### src/rtl/rxwm_pkg.sv
package rxwm_pkg;

    // Priority levels; the encoding is the value driven on dma_prio.
    typedef enum logic [1:0] {
        LVL_NORMAL = 2'b00,
        LVL_PANIC  = 2'b01,
        LVL_EMERG  = 2'b11
    } level_t;

endpackage

### src/rtl/rxwm_occ_counter.sv
module rxwm_occ_counter #(
    parameter int DEPTH = 2048,
    localparam int CW = $clog2(DEPTH + 1)
) (
    input  logic          clk,
    input  logic          rst_n,
    input  logic          wr_en,
    input  logic          rd_en,
    output logic [CW-1:0] fill,
    output logic          overrun
);

    localparam logic [CW-1:0] FULL = CW'(DEPTH);
    localparam logic [CW-1:0] ONE  = CW'(1);

    logic          is_full;
    logic          is_empty;
    logic          take_wr;
    logic          take_rd;
    logic [CW-1:0] fill_nxt;

    always_comb begin
        is_full  = (fill == FULL);
        is_empty = (fill == '0);
        // A write at full is accepted only if a read frees a byte in the same cycle.
        take_wr  = wr_en && (!is_full || rd_en);
        // A read at empty has nothing to take.
        take_rd  = rd_en && !is_empty;
        unique case ({take_wr, take_rd})
            2'b10:   fill_nxt = fill + ONE;
            2'b01:   fill_nxt = fill - ONE;
            default: fill_nxt = fill;
        endcase
    end

    always_ff @(posedge clk) begin
        if (!rst_n) begin
            fill    <= '0;
            overrun <= 1'b0;
        end else begin
            fill    <= fill_nxt;
            overrun <= wr_en && !rd_en && is_full;
        end
    end

endmodule

### src/rtl/rxwm_level_fsm.sv
module rxwm_level_fsm
    import rxwm_pkg::*;
#(
    parameter int DEPTH    = 2048,
    parameter int PANIC_TH = 1024,
    parameter int EMERG_TH = 1536,
    parameter int HYST     = 128,
    localparam int CW = $clog2(DEPTH + 1)
) (
    input  logic          clk,
    input  logic          rst_n,
    input  logic [CW-1:0] fill,
    output level_t        level,
    output logic [1:0]    prio,
    output logic          in_emerg
);

    localparam logic [CW-1:0] P_ON  = CW'(PANIC_TH);
    localparam logic [CW-1:0] E_ON  = CW'(EMERG_TH);
    localparam logic [CW-1:0] P_OFF = CW'(PANIC_TH - HYST);
    localparam logic [CW-1:0] E_OFF = CW'(EMERG_TH - HYST);

    level_t state;
    level_t state_nxt;

    // Next-state decision
    always_comb begin
        state_nxt = state;
        unique case (state)
            LVL_NORMAL: begin
                if (fill >= E_ON)
                    state_nxt = LVL_EMERG;
                else if (fill >= P_ON)
                    state_nxt = LVL_PANIC;
            end
            LVL_PANIC: begin
                if (fill >= E_ON)
                    state_nxt = LVL_EMERG;
                else if (fill <= P_OFF)
                    state_nxt = LVL_NORMAL;
            end
            LVL_EMERG: begin
                if (fill <= P_OFF)
                    state_nxt = LVL_NORMAL;
                else if (fill <= E_OFF)
                    state_nxt = LVL_PANIC;
            end
            default: state_nxt = LVL_NORMAL;
        endcase
    end

    // State register
    always_ff @(posedge clk) begin
        if (!rst_n)
            state <= LVL_NORMAL;
        else
            state <= state_nxt;
    end

    // Outputs
    always_comb begin
        level    = state;
        prio     = state;
        in_emerg = (state == LVL_EMERG);
    end

endmodule

### src/rtl/rxwm_pause_gen.sv
module rxwm_pause_gen (
    input  logic clk,
    input  logic rst_n,
    input  logic in_emerg,
    output logic pause_req
);

    logic emerg_d;

    always_ff @(posedge clk) begin
        if (!rst_n)
            emerg_d <= 1'b0;
        else
            emerg_d <= in_emerg;
    end

    // High only in the first cycle of each stay in the emergency level.
    always_comb pause_req = in_emerg && !emerg_d;

endmodule

### src/rtl/rxwm_ctrl.sv
module rxwm_ctrl
    import rxwm_pkg::*;
#(
    parameter int DEPTH    = 2048,
    parameter int PANIC_TH = 1024,
    parameter int EMERG_TH = 1536,
    parameter int HYST     = 128,
    localparam int CW = $clog2(DEPTH + 1)
) (
    input  logic          clk,
    input  logic          rst_n,
    input  logic          wr_en,
    input  logic          rd_en,
    output logic [CW-1:0] fill_level,
    output logic [1:0]    dma_prio,
    output logic          pause_req,
    output logic          overrun
);

    level_t level;
    logic   in_emerg;

    rxwm_occ_counter #(.DEPTH(DEPTH)) u_occ (
        .clk     (clk),
        .rst_n   (rst_n),
        .wr_en   (wr_en),
        .rd_en   (rd_en),
        .fill    (fill_level),
        .overrun (overrun)
    );

    rxwm_level_fsm #(
        .DEPTH    (DEPTH),
        .PANIC_TH (PANIC_TH),
        .EMERG_TH (EMERG_TH),
        .HYST     (HYST)
    ) u_fsm (
        .clk      (clk),
        .rst_n    (rst_n),
        .fill     (fill_level),
        .level    (level),
        .prio     (dma_prio),
        .in_emerg (in_emerg)
    );

    rxwm_pause_gen u_pause (
        .clk       (clk),
        .rst_n     (rst_n),
        .in_emerg  (in_emerg),
        .pause_req (pause_req)
    );

endmodule

### config.mk
export PLATFORM = sky130hd
export DESIGN_NAME = rxwm_ctrl
export DESIGN_NICKNAME = d
export VERILOG_FILES = /design/src/rtl/rxwm_pkg.sv /design/src/rtl/rxwm_occ_counter.sv /design/src/rtl/rxwm_level_fsm.sv /design/src/rtl/rxwm_pause_gen.sv /design/src/rtl/rxwm_ctrl.sv
export SDC_FILE = /design/constraint.sdc
export NUM_CORES = 1
export LEC_CHECK = 0
export CAP_MARGIN = 10
export CORE_MARGIN = 5
export CORE_UTILIZATION = 35
export DETAILED_ROUTE_END_ITERATION = 10
export PLACE_DENSITY_LB_ADDON = 0.12
export SYNTH_ARGS = -nofsm -noshare
export SYNTH_HDL_FRONTEND = slang
export SYNTH_HIERARCHICAL = 1
export SYNTH_SLANG_ARGS = --single-unit
export TNS_END_PERCENT = 30
### constraint.sdc
create_clock -name clk -period 3 [get_ports clk]
set_input_delay 0.6 -clock clk [delete_from_list [all_inputs] [get_ports clk]]
set_output_delay 0.6 -clock clk [all_outputs]
set_load 0.01 [all_outputs]
==> results.md <==
- Share of layout cells above drive strength 1: a little over a third
- Mapped Area: 1287 um2
- Final hold slack: ~0.64 ns
- Placer Congestion: between 0.8 and 0.9
- Final setup viols: 0
- Nets: ~230
- Hold Path Depth: 2
- Clock Tree Buf Depth: 2
- Seq/Total Area, Yosys: ~25%
- Slew HR: 66.64%
- Async S/R FF share, synth: 0%
- Skew final: 0.001729 ns
- Max Cap Viol: 0
- CTS tree: done
- Vias in the first global route: around 1,300
- Worst min path class: reg2reg
- Final Power: about 0.0023 W
- Root buf cell: clkbuf_8
- Post-route insts no fill: 260
- Synth top area cells: dfxtp_1 (25%), ha_1 (11%), nand3_1 (5.4%), o21ai_0 (5.1%), and2_1 (3.9%)
- Per-cell routed wire length: around 14 um
- P_leak: approximately 0.84 nW
- Residual overflow from global routing: 0
- H-tree Lvls: 1
- Power per cell area: about 1100 nW/um2
- Rows: 22
- Worst Tran Pin Value: around 0.5 ns
- Post-synth top flop: dfxtp_1
- Largest net degree at the start of global routing: 19
- CP required: 3.14 ns
- PortBufs: 19
- DIE AREA: 4991 um2
- Synth Area in Simple Gates: 31.78%
- Setup_tns: 0 ns
- Cells after synthesis: 156
- DRC Markers: 0
- Status: finished clean
- Clock latency on the worst-skew pair: ~0.24 ns
- Cts hold-fix bufs: 0
- FF-to-FF path depth: 13
- Combinational family with the most area after synthesis: simple AND/OR/NAND/NOR gates
- I/O pins: 20
- Worst Setup SP: u_occ/fill[5]$_SDFFE_PN0P_
- Distinct cells, synth: 46
- Routed WL: approximately 3600 um
- Hold path endpoint: u_occ/overrun$_SDFF_PN0_
- Synth Area in Compound Gates: ~21%
- Mapped Avg Cell Area: roughly 8.3 um2
- Final hold viol count: 0
- EDFF count, synth: 0
- Minimum clock period: 2.925 ns
- Endpoint class of the critical path: flip-flop
- Share of the synthesized area in the top cell type: about a quarter
- Critical Path AT: approximately 3.1 ns
- # placed instances: 255
- Fillers: 344
- Largest area contributor in the netlist: dfxtp_1
- Crit share post-route: between 90% and 100%
- Launching point of the worst reg2reg path: u_occ/fill[5]$_SDFFE_PN0P_
- RSZ-0062 raised after global routing: yes
- Critical path class: reg2reg
- Critical path fanouts, max: 5
- Fmax: approximately 0.34 GHz
- Via density: just over 5
- Post-synthesis register bit count: 16
- Via count: 1,316
- Most frequent cell after synthesis: dfxtp_1
- Sequential standard cell area: about 320 um2
- Detailed Routing Iterations Pass 1: 5
- Antenna Cells: 0
- Type of origin of the critical path: flip-flop
- First-pass GRT wire length: 5789 um
- Die Ht: approximately 71 um
- Multiplexer share of the synthesized area: less than 1%
- DRT antenna net count: 0
- GRT Total Usage: 13.90%
- Core area: 3606 um2
- Dpl hpwl: roughly 2800 um
- Initial Utilization: 35.70%
- Hold wc startpoint: u_occ/fill[11]$_SDFFE_PN0P_
- Area Overhead vs Synth: 57.24%
- Multi-input gate area: about 1100 um2
- DR iter-0 viols: 40
- Number of antenna violations at the first check in global routing: 0
- Peak VDD IR: 0.4583 mV
- XOR/XNOR Fraction of Synth Area: 5.442%
- Syn_nets: around 170
- Die width: between 70 and 80 um
- Yosys warns: 6
- Clock transition at the registers of the reported paths: ~0.060 ns
- Slew Limit Fails: 0
- R2R Setup Slk: ~0.075 ns
- Synth Area in Adders: 12.24%
- Clock sinks: 16
- Worst R2R End: u_occ/fill[11]$_SDFFE_PN0P_
- Commonest cells post-synth: dfxtp_1 (16), nand3_1 (14), o21ai_0 (13)
- Num CTS Buffers: 3
==> where the power goes <==
part	internal, W	leakage (nW)	switching (W)
registers	0.000296	0.131	0.0000635
logic	0.000923	0.676	0.000810
clock network	0.000116	0.0288	0.0000713
total	0.00134	0.836	0.000945
==> per-layer routing <==
metal	track usage, %	up-vias	routed length (um)
met2	23.91	19	1732
met1	18.52	614	1709
met3	1.705	2	120
met4	3.340	0	28
met5	0	-	0
li1	-	681	-
==> cell usage in the layout, fill, tap and decap left out, types with 3 or more instances in the layout <==
| master | count |
|---|---|
| nand3_1 | 14 |
| and2_1 | 8 |
| nand2_1 | 8 |
| a21oi_1 | 4 |
| nor2_1 | 9 |
| a21oi_2 | 5 |
| xor2_1 | 4 |
| dfxtp_1 | 15 |
| ha_4 | 7 |
| o21ai_0 | 11 |
| clkdlybuf4s50_1 | 19 |
| buf_4 | 37 |
| ha_1 | 3 |
| inv_1 | 6 |
| xnor2_1 | 4 |
| nand2b_1 | 3 |
| clkbuf_8 | 4 |
==> what timing repair did <==
| action | CTS | global route |
|---|---|---|
| cloned | 0 | 0 |
| setup buffers | 1 | 0 |
| pin swaps | 5 | 11 |
| endpoints found under the hold margin | 0 | 0 |
| gates resized for setup | 6 | 22 |
| endpoints found under the setup margin | 4 | 5 |
==> layout make-up <==
| type | instances | area share [%] |
|---|---|---|
| flip-flops and latches | 16 | 15.88 |
| well taps | 48 | 2.967 |
| inverters | 6 | 1.112 |
| multi-input cells | 128 | 52.91 |
| repair buffers | 58 | 24.41 |
| clock buffers | 4 | 2.719 |
==> worst max path at each step <==
stage / depth (start not counted) / end
after floorplan: 13 / u_occ/fill[10]$_SDFFE_PN0P_
after global placement: 12 / u_occ/fill[11]$_SDFFE_PN0P_
after detailed placement: 12 / u_occ/fill[11]$_SDFFE_PN0P_
after CTS: 12 / u_occ/fill[11]$_SDFFE_PN0P_
after global routing: 13 / u_occ/fill[11]$_SDFFE_PN0P_
final: 13 / u_occ/fill[11]$_SDFFE_PN0P_
==> through the flow <==
step           instance area [um2]  setup WS (ns)  utilization [%]
6_report                      2024        0.07469            56.14
5_1_grt                       2024       -0.06384            56.14
4_1_cts                       1887        0.02152            52.32
3_5_place_dp                  1805        -0.3821            50.07
3_3_place_gp                  1805        -0.3415            50.07
2_1_floorplan                 1304        0.01396                -
==> registers in the layout, indices dropped and copies added (netlist names) <==
register         flops
u_occ/overrun        1
u_pause/emerg_d      1
u_occ/fill          12
u_fsm/level          2
==> worst max-delay path, stage by stage, from the launching register on <==
cell	delay, ns
dfxtp_2	0.34
nor4_4	0.27
nand3_1	0.14
or3b_4	0.44
nand2_4	0.07
ha_4	0.17
buf_6	0.12
ha_4	0.21
a21oi_2	0.14
nand2_2	0.09
o2111a_1	0.26
a211oi_2	0.31
xnor2_1	0.11
and2_1	0.16
==> cell families after synthesis <==
group / Yosys count
fa+ha+maj: 12
xor+xnor: 8
flops: 16
compound gates: 40
mux: 1
simple gates: 67
buf+inv: 12
Note: power is estimated with default switching activity, not from simulation.
